==> src/rtl/spd_wp_pkg.sv <==
package spd_wp_pkg;

  typedef enum logic [2:0] {
    OP_READ     = 3'd0,
    OP_WRITE    = 3'd1,
    OP_SET_PERM = 3'd2,
    OP_SET_REV  = 3'd3,
    OP_CLR_REV  = 3'd4
  } spd_op_e;

  // outcome of one request, produced by the decision logic
  typedef struct packed {
    logic mem_we;
    logic set_perm;
    logic set_rev;
    logic clr_rev;
    logic start_busy;
    logic wr_ok;
    logic wr_bad;
    logic rd_ok;
    logic rd_bad;
  } spd_dec_t;

  typedef struct packed {
    logic wr_ok;
    logic wr_bad;
    logic rd_ok;
    logic rd_bad;
  } spd_resp_t;

endpackage

==> src/rtl/spd_wp_decide.sv <==
module spd_wp_decide
  import spd_wp_pkg::*;
(
  input  logic       req_valid,
  input  logic [2:0] req_op,
  input  logic       addr_upper,
  input  logic       busy,
  input  logic       hv_present,
  input  logic       perm_lock,
  input  logic       rev_lock,
  output spd_dec_t   dec
);

  logic lower_locked;
  logic rev_cmd_ok;

  always_comb begin
    lower_locked = !addr_upper && (perm_lock || rev_lock);
    rev_cmd_ok   = hv_present && !perm_lock && !busy;
    dec          = '0;
    if (req_valid) begin
      case (req_op)
        OP_READ: begin
          dec.rd_ok  = !busy;
          dec.rd_bad = busy;
        end
        OP_WRITE: begin
          dec.mem_we = !busy && !lower_locked;
          dec.wr_ok  = dec.mem_we;
          dec.wr_bad = !dec.mem_we;
        end
        OP_SET_PERM: begin
          dec.set_perm = !busy && !perm_lock;
          dec.wr_ok    = dec.set_perm;
          dec.wr_bad   = !dec.set_perm;
        end
        OP_SET_REV: begin
          dec.set_rev = rev_cmd_ok;
          dec.wr_ok   = rev_cmd_ok;
          dec.wr_bad  = !rev_cmd_ok;
        end
        OP_CLR_REV: begin
          dec.clr_rev = rev_cmd_ok;
          dec.wr_ok   = rev_cmd_ok;
          dec.wr_bad  = !rev_cmd_ok;
        end
        default: dec.wr_bad = 1'b1;
      endcase
      dec.start_busy = dec.wr_ok;
    end
  end

endmodule

==> src/rtl/spd_wp_state.sv <==
module spd_wp_state #(
  parameter bit PRELOAD_PERM = 1'b0,
  parameter bit PRELOAD_REV  = 1'b0
) (
  input  logic clk,
  input  logic rst_n,
  input  logic hv_present,
  input  logic set_perm,
  input  logic set_rev,
  input  logic clr_rev,
  output logic perm_lock,
  output logic rev_lock
);

  logic perm_d, perm_q;
  logic rev_d, rev_q;
  logic perm_en, rev_en;

  always_comb begin
    perm_en = set_perm;
    perm_d  = 1'b1;
    rev_en  = set_rev || clr_rev;
    rev_d   = set_rev;
  end

  always_ff @(posedge clk or negedge rst_n) begin
    if (!rst_n) begin
      perm_q <= PRELOAD_PERM;
      rev_q  <= PRELOAD_REV;
    end else begin
      if (perm_en) perm_q <= perm_d;
      if (rev_en)  rev_q  <= rev_d;
    end
  end

  assign perm_lock = perm_q;
  assign rev_lock  = rev_q;

  // the permanent lock never drops
  a_r8_perm_sticky: assert property (@(posedge clk) disable iff (!rst_n)
    perm_q |=> perm_q);

  // once permanent, the reversible lock is frozen
  a_r8_rev_frozen: assert property (@(posedge clk) disable iff (!rst_n)
    perm_q |=> $stable(rev_q));

  // the reversible lock changes only with the qualifier present
  a_r6_rev_needs_hv: assert property (@(posedge clk) disable iff (!rst_n)
    !$stable(rev_q) |-> $past(hv_present));

endmodule

==> src/rtl/spd_wp_timer.sv <==
module spd_wp_timer #(
  parameter int BUSY_CYCLES = 24
) (
  input  logic clk,
  input  logic rst_n,
  input  logic start,
  output logic busy
);

  localparam int CNT_W = $clog2(BUSY_CYCLES + 1);

  logic [CNT_W-1:0] cnt_d, cnt_q;
  logic             cnt_en;

  always_comb begin
    cnt_en = start || (cnt_q != '0);
    if (start) cnt_d = CNT_W'(BUSY_CYCLES);
    else       cnt_d = cnt_q - 1'b1;
  end

  always_ff @(posedge clk or negedge rst_n) begin
    if (!rst_n)      cnt_q <= '0;
    else if (cnt_en) cnt_q <= cnt_d;
  end

  assign busy = (cnt_q != '0);

  // a period, once started, runs down one step per cycle
  a_r3_count_down: assert property (@(posedge clk) disable iff (!rst_n)
    (busy && !start) |=> (cnt_q == $past(cnt_q) - 1'b1));

  // no new period may start inside a running one
  a_r4_no_restart: assert property (@(posedge clk) disable iff (!rst_n)
    busy |-> !start);

endmodule

==> src/rtl/spd_wp_store.sv <==
module spd_wp_store #(
  parameter int ADDR_W = 8,
  parameter int DATA_W = 8
) (
  input  logic              clk,
  input  logic              we,
  input  logic              re,
  input  logic [ADDR_W-1:0] addr,
  input  logic [DATA_W-1:0] wdata,
  output logic [DATA_W-1:0] rdata
);

  localparam int DEPTH = 1 << ADDR_W;

  logic [DATA_W-1:0] mem [DEPTH];
  logic [DATA_W-1:0] rd_q;

  always_ff @(posedge clk) begin
    if (we) mem[addr] <= wdata;
  end

  always_ff @(posedge clk) begin
    if (re) rd_q <= mem[addr];
  end

  assign rdata = rd_q;

  // a port never reads and writes in the same cycle
  a_r1_port_exclusive: assert property (@(posedge clk) !(we && re));

endmodule

==> src/rtl/spd_wp_ctrl.sv <==
module spd_wp_ctrl
  import spd_wp_pkg::*;
#(
  parameter int ADDR_W       = 8,
  parameter int DATA_W       = 8,
  parameter int BUSY_CYCLES  = 24,
  parameter bit PRELOAD_PERM = 1'b0,
  parameter bit PRELOAD_REV  = 1'b0
) (
  input  logic              clk,
  input  logic              rst_n,
  input  logic              req_valid,
  input  logic [2:0]        req_op,
  input  logic [ADDR_W-1:0] req_addr,
  input  logic [DATA_W-1:0] req_wdata,
  input  logic              hv_present,
  output logic              rd_valid,
  output logic [DATA_W-1:0] rd_data,
  output logic              rd_reject,
  output logic              wr_accept,
  output logic              wr_reject,
  output logic              busy
);

  localparam int TOP_BIT = ADDR_W - 1;

  spd_dec_t  dec;
  spd_resp_t resp_d, resp_q;
  logic      perm_lock, rev_lock;

  spd_wp_decide u_decide (
    .req_valid  (req_valid),
    .req_op     (req_op),
    .addr_upper (req_addr[TOP_BIT]),
    .busy       (busy),
    .hv_present (hv_present),
    .perm_lock  (perm_lock),
    .rev_lock   (rev_lock),
    .dec        (dec)
  );

  spd_wp_state #(
    .PRELOAD_PERM (PRELOAD_PERM),
    .PRELOAD_REV  (PRELOAD_REV)
  ) u_state (
    .clk        (clk),
    .rst_n      (rst_n),
    .hv_present (hv_present),
    .set_perm   (dec.set_perm),
    .set_rev    (dec.set_rev),
    .clr_rev    (dec.clr_rev),
    .perm_lock  (perm_lock),
    .rev_lock   (rev_lock)
  );

  spd_wp_timer #(
    .BUSY_CYCLES (BUSY_CYCLES)
  ) u_timer (
    .clk   (clk),
    .rst_n (rst_n),
    .start (dec.start_busy),
    .busy  (busy)
  );

  spd_wp_store #(
    .ADDR_W (ADDR_W),
    .DATA_W (DATA_W)
  ) u_store (
    .clk   (clk),
    .we    (dec.mem_we),
    .re    (dec.rd_ok),
    .addr  (req_addr),
    .wdata (req_wdata),
    .rdata (rd_data)
  );

  always_comb begin
    resp_d.wr_ok  = dec.wr_ok;
    resp_d.wr_bad = dec.wr_bad;
    resp_d.rd_ok  = dec.rd_ok;
    resp_d.rd_bad = dec.rd_bad;
  end

  always_ff @(posedge clk or negedge rst_n) begin
    if (!rst_n) resp_q <= '0;
    else        resp_q <= resp_d;
  end

  assign wr_accept = resp_q.wr_ok;
  assign wr_reject = resp_q.wr_bad;
  assign rd_valid  = resp_q.rd_ok;
  assign rd_reject = resp_q.rd_bad;

  // an accepted write or command opens the busy period next cycle
  a_r3_busy_after_accept: assert property (@(posedge clk) disable iff (!rst_n)
    wr_accept |-> busy);

  // the store is never written while busy
  a_r4_no_write_busy: assert property (@(posedge clk) disable iff (!rst_n)
    busy |-> !dec.mem_we);

  // a lower-half byte is written only with both locks clear
  a_r5_lower_locked: assert property (@(posedge clk) disable iff (!rst_n)
    (dec.mem_we && !req_addr[TOP_BIT]) |-> !(perm_lock || rev_lock));

  // at most one response per cycle
  a_r10_single_response: assert property (@(posedge clk) disable iff (!rst_n)
    $onehot0({wr_accept, wr_reject, rd_valid, rd_reject}));

  // read data appears only in answer to a read request
  a_r1_read_answers_read: assert property (@(posedge clk) disable iff (!rst_n)
    rd_valid |-> $past(req_valid && (req_op == 3'd0)));

endmodule

==> config.mk <==
export PLATFORM = sky130hd
export DESIGN_NAME = spd_wp_ctrl
export DESIGN_NICKNAME = d
export VERILOG_FILES = /design/src/rtl/spd_wp_pkg.sv /design/src/rtl/spd_wp_decide.sv /design/src/rtl/spd_wp_state.sv /design/src/rtl/spd_wp_timer.sv /design/src/rtl/spd_wp_store.sv /design/src/rtl/spd_wp_ctrl.sv
export SDC_FILE = /design/constraint.sdc
export NUM_CORES = 2
export LEC_CHECK = 0
export ABC_AREA = 1
export BUFFER_PORTS_ARGS = -buffer_cell sky130_fd_sc_hd__buf_2
export CORE_UTILIZATION = 40
export DETAILED_ROUTE_END_ITERATION = 12
export PLACE_DENSITY_LB_ADDON = 0.08
export SLEW_MARGIN = 20
export SYNTH_ARGS = -nofsm -noshare
export SYNTH_HDL_FRONTEND = slang
export SYNTH_SLANG_ARGS = --single-unit
export TNS_END_PERCENT = 1
==> constraint.sdc <==
create_clock -name clk -period 6.6 [get_ports clk]
set_clock_uncertainty 0.05 [all_clocks]
set_input_delay 1.32 -clock clk [delete_from_list [all_inputs] [get_ports clk]]
set_output_delay 1.32 -clock clk [all_outputs]
set_load 0.1 [all_outputs]
==> reports/metrics.yaml <==
run_status:
  status: "completed"
yosys:
  synth_most_common_cell: "nand2_1"
  ys_async_sr_fraction_pct: 0.532
  ys_top_cells_by_count: "4,782 x nand2_1, 2,056 x edfxtp_1, 356 x nor2_1"
  synth-edff-count: 2056
  synth_top_area_cell: "edfxtp_1"
  syn-num-nets: 8080
  netlist.area_leader.share_pct: 72.4
  seq_area_frac_synth_pct: 72.8
  synth_area_per_cell_um2: 10.6
  yosys_register_bits: 2067
  synth_area_leaders: "edfxtp_1 72%, nand2_1 21%, nor2_1 1.6%"
  syn_area_um2: 85200
  synth_cells: 8055
  synth_cell_types: 24
  synth_warnings: 0
  synth_flop_cell: "edfxtp_1"
floorplanning:
  start_util_pct: 40.2
  coreArea_um2: 212000
  rows: 169
  die_w_um: 464
  fp.dieArea_um2: 215000
  die_y_um: 464
  io_pins: 36
cts:
  cts_buffer_depth: 3
  clock_latency_ns: 0.87
  cts_root_buffer: "clkbuf_16"
  cts_tree: "built"
  cts_buffers: 224
  clkTransAtPathRegs_ns: 0.06
  htree_levels: 4
  post_cts_buffers: 0
  clock-sinks: 2067
  cts_hold_buf: 0
  ctsResizeCount: 0
critical_path:
  cp.arrival_ns: 4.73
  endpoint: "u_store.rdata[7]$_DFFE_PP_"
  rr_startpoint: "u_timer.cnt_q[0]$_DFFE_PN0P_"
  slowest_delay_ns: 0.44
  cp-end-kind: "register"
  cp_max_fo: 89
  r2r_setup_slack_ns: 2.57
  worstPathRequired_ns: 7.15
  rr_endpoint: "u_store.mem[233][6]$_DFFE_PP_"
  critPathSlowestCell: "buf_8"
  critPathLaunchType: "input pin"
  critPathLaunch: "req_addr[0]"
  cp_cell_sequence: "buf_8 > inv_8 > buf_4 > buf_4 > nand2_1 > nand2_1 > nand2_1 > nand2_1 > nand2_1 > nand2_1 > o21ai_0 > nand2_1 > nor2_1 > nor2_1 > nor2_1 > nand2_1"
  crit_top_cell: "nand2_1"
  rr_worst_depth: 10
  path_class: "in2reg"
pwr:
  power_frac_comb_pct: 5.8
  switching_power_mw: 6.59
  p_per_area_nw_per_um2: 296
  p_sw_share_pct: 23.2
  power_mw: 28.3
  p_seq_share_pct: 51.0
  pwr-share-clk_pct: 43.2
  p_int_mw: 21.8
  p_leak_nw: 37.6
  irDropWorstVdd_mv: 0.318
sta:
  max_slew_margin_pct: 26.0
  setup_viol: 0
  holdWs_ns: 0.262
  fin_setup_tns_ns: 0
  fin_crit_sh_pct: 63.4
  fmax_ghz: 0.239
  tightest_slew_ns: 1.11
  final_hold_viol_count: 0
  min_period_ns: 4.18
  rsz0062_at_grt: "no"
  setup_ws_ns: 2.42
  final-max-slew-violation-count: 0
route:
  drt_first_pass_iters: 5
  vias_per_cell: 5.04
  drc: 0
  routedWlPerCell_um: 22.9
  vias: 55600
  drt_iter0_markers: 4859
  wirelength_mm: 253
  drtAntennaViolNets: 0
placement:
  place_ws_ns: 1.56
  gp_congestion: 0.813
  dp_hpwl_mm: 143
  port_buffers: 35
global_routing:
  antenna_found_initial: 10
  grtUsageTotal_pct: 23.4
  grt_pass1_vias: 54600
  grt_max_degree: 141
  grt_pass1_wl_mm: 372
  grt-ovfl-total: 0
layout:
  drive_above_1_share_pct: 6.00
  finish.utilization_pct: 45.2
  final_nets: 8041
  synthToLayoutAreaGrowth_pct: 12.4
  fillers: 20000
worst_hold_path:
  hold_path_class: "in2async"
job:
  drv_cap: 0
==> how the worst min path moves through the flow <==
stage,start,endpoint,slack [ns],cells after the start
global placement,u_timer.cnt_q[2]$_DFFE_PN0P_,u_timer.cnt_q[2]$_DFFE_PN0P_,0.44,1
finish,rst_n,u_timer.cnt_q[2]$_DFFE_PN0P_,0.26,1
CTS,rst_n,u_timer.cnt_q[2]$_DFFE_PN0P_,0.20,1
floorplan,u_state.perm_lock$_DFFE_PN0P_,u_state.perm_lock$_DFFE_PN0P_,0.40,2
global route,rst_n,u_timer.cnt_q[2]$_DFFE_PN0P_,0.24,1
detailed placement,u_timer.cnt_q[2]$_DFFE_PN0P_,u_timer.cnt_q[2]$_DFFE_PN0P_,0.45,1
==> cells in the final DEF, fill, tap and decap left out, types with 4 or more instances in the layout <==
master and count:
nand3_1 190, clkbuf_1 49, edfxtp_1 2056, nor2_4 7, nand2_2 16, bufinv_16 18, dfrtp_1 11, clkbuf_16 225
o21ai_0 165, buf_4 88, clkinv_8 8, buf_2 25, buf_8 10, clkinvlp_4 4, buf_12 29, nand2_1 4766
inv_1 22, clkinv_1 64, nor2_1 348, clkinv_2 42, nor3_1 5, a21oi_1 34
==> cells by family after synthesis <==
logic type | synth area share, %
AND/OR/NAND/NOR | 23.8
flip-flops | 72.8
buffers and inverters | 2.16
AO/OA/AOI/OAI | 1.22
adder cells (fa/ha/maj) | 0.0294
XOR/XNOR | 0.0103
==> stage by stage <==
| stage | instances | cell area [um^2] |
|---|---|---|
| final | 11000 | 95800 |
| after global routing | 11000 | 95800 |
| after CTS | 11000 | 95800 |
| after detailed placement | 10600 | 88600 |
| after global placement | 10600 | 88600 |
| after floorplan | 8055 | 85200 |
==> final cells by class <==
type / instances / area [um^2] / area share, %
clock buffer: 274 / 5810 / 6.07
timing repair buffer: 152 / 1520 / 1.58
sequential: 2067 / 62000 / 64.7
clock inverter: 146 / 1320 / 1.37
antenna: 3 / 7.51 / 0.00784
tap: 2821 / 3530 / 3.68
inverter: 27 / 124 / 0.129
multi-input combinational: 5544 / 21500 / 22.4
==> sequential cells by signal, summed over array words and instances, names as in the netlist <==
name	count
u_store.rdata	8
wr_accept	1
wr_reject	1
u_state.perm_lock	1
rd_valid	1
rd_reject	1
u_state.rev_lock	1
u_store.mem	2048
u_timer.cnt_q	5
==> worst max-delay path, delay by kind of cell <==
| family | cells | cell delay [ns] |
|---|---|---|
| AND/OR/NAND/NOR | 11 | 1.21 |
| AO/OA/AOI/OAI | 1 | 0.39 |
| buffers and inverters | 4 | 1.57 |
==> metal layers <==
| layer | GRT usage [%] | routed length, um |
|---|---|---|
| met1 | 33.5 | 116000 |
| met2 | 37.5 | 118000 |
| met3 | 2.96 | 13200 |
| met4 | 6.30 | 5900 |
| met5 | 0 | 0 |
==> power by group through the flow <==
stage	Combinational [mW]	Clock, mW	Sequential (mW)
floorplan	0.826	0	14.7
global placement	1.65	0	14.7
detailed placement	1.65	0	14.7
CTS	1.65	12.5	14.5
global route	1.80	13.0	14.5
finish	1.63	12.2	14.5
Power figures use the tool's default switching activity.
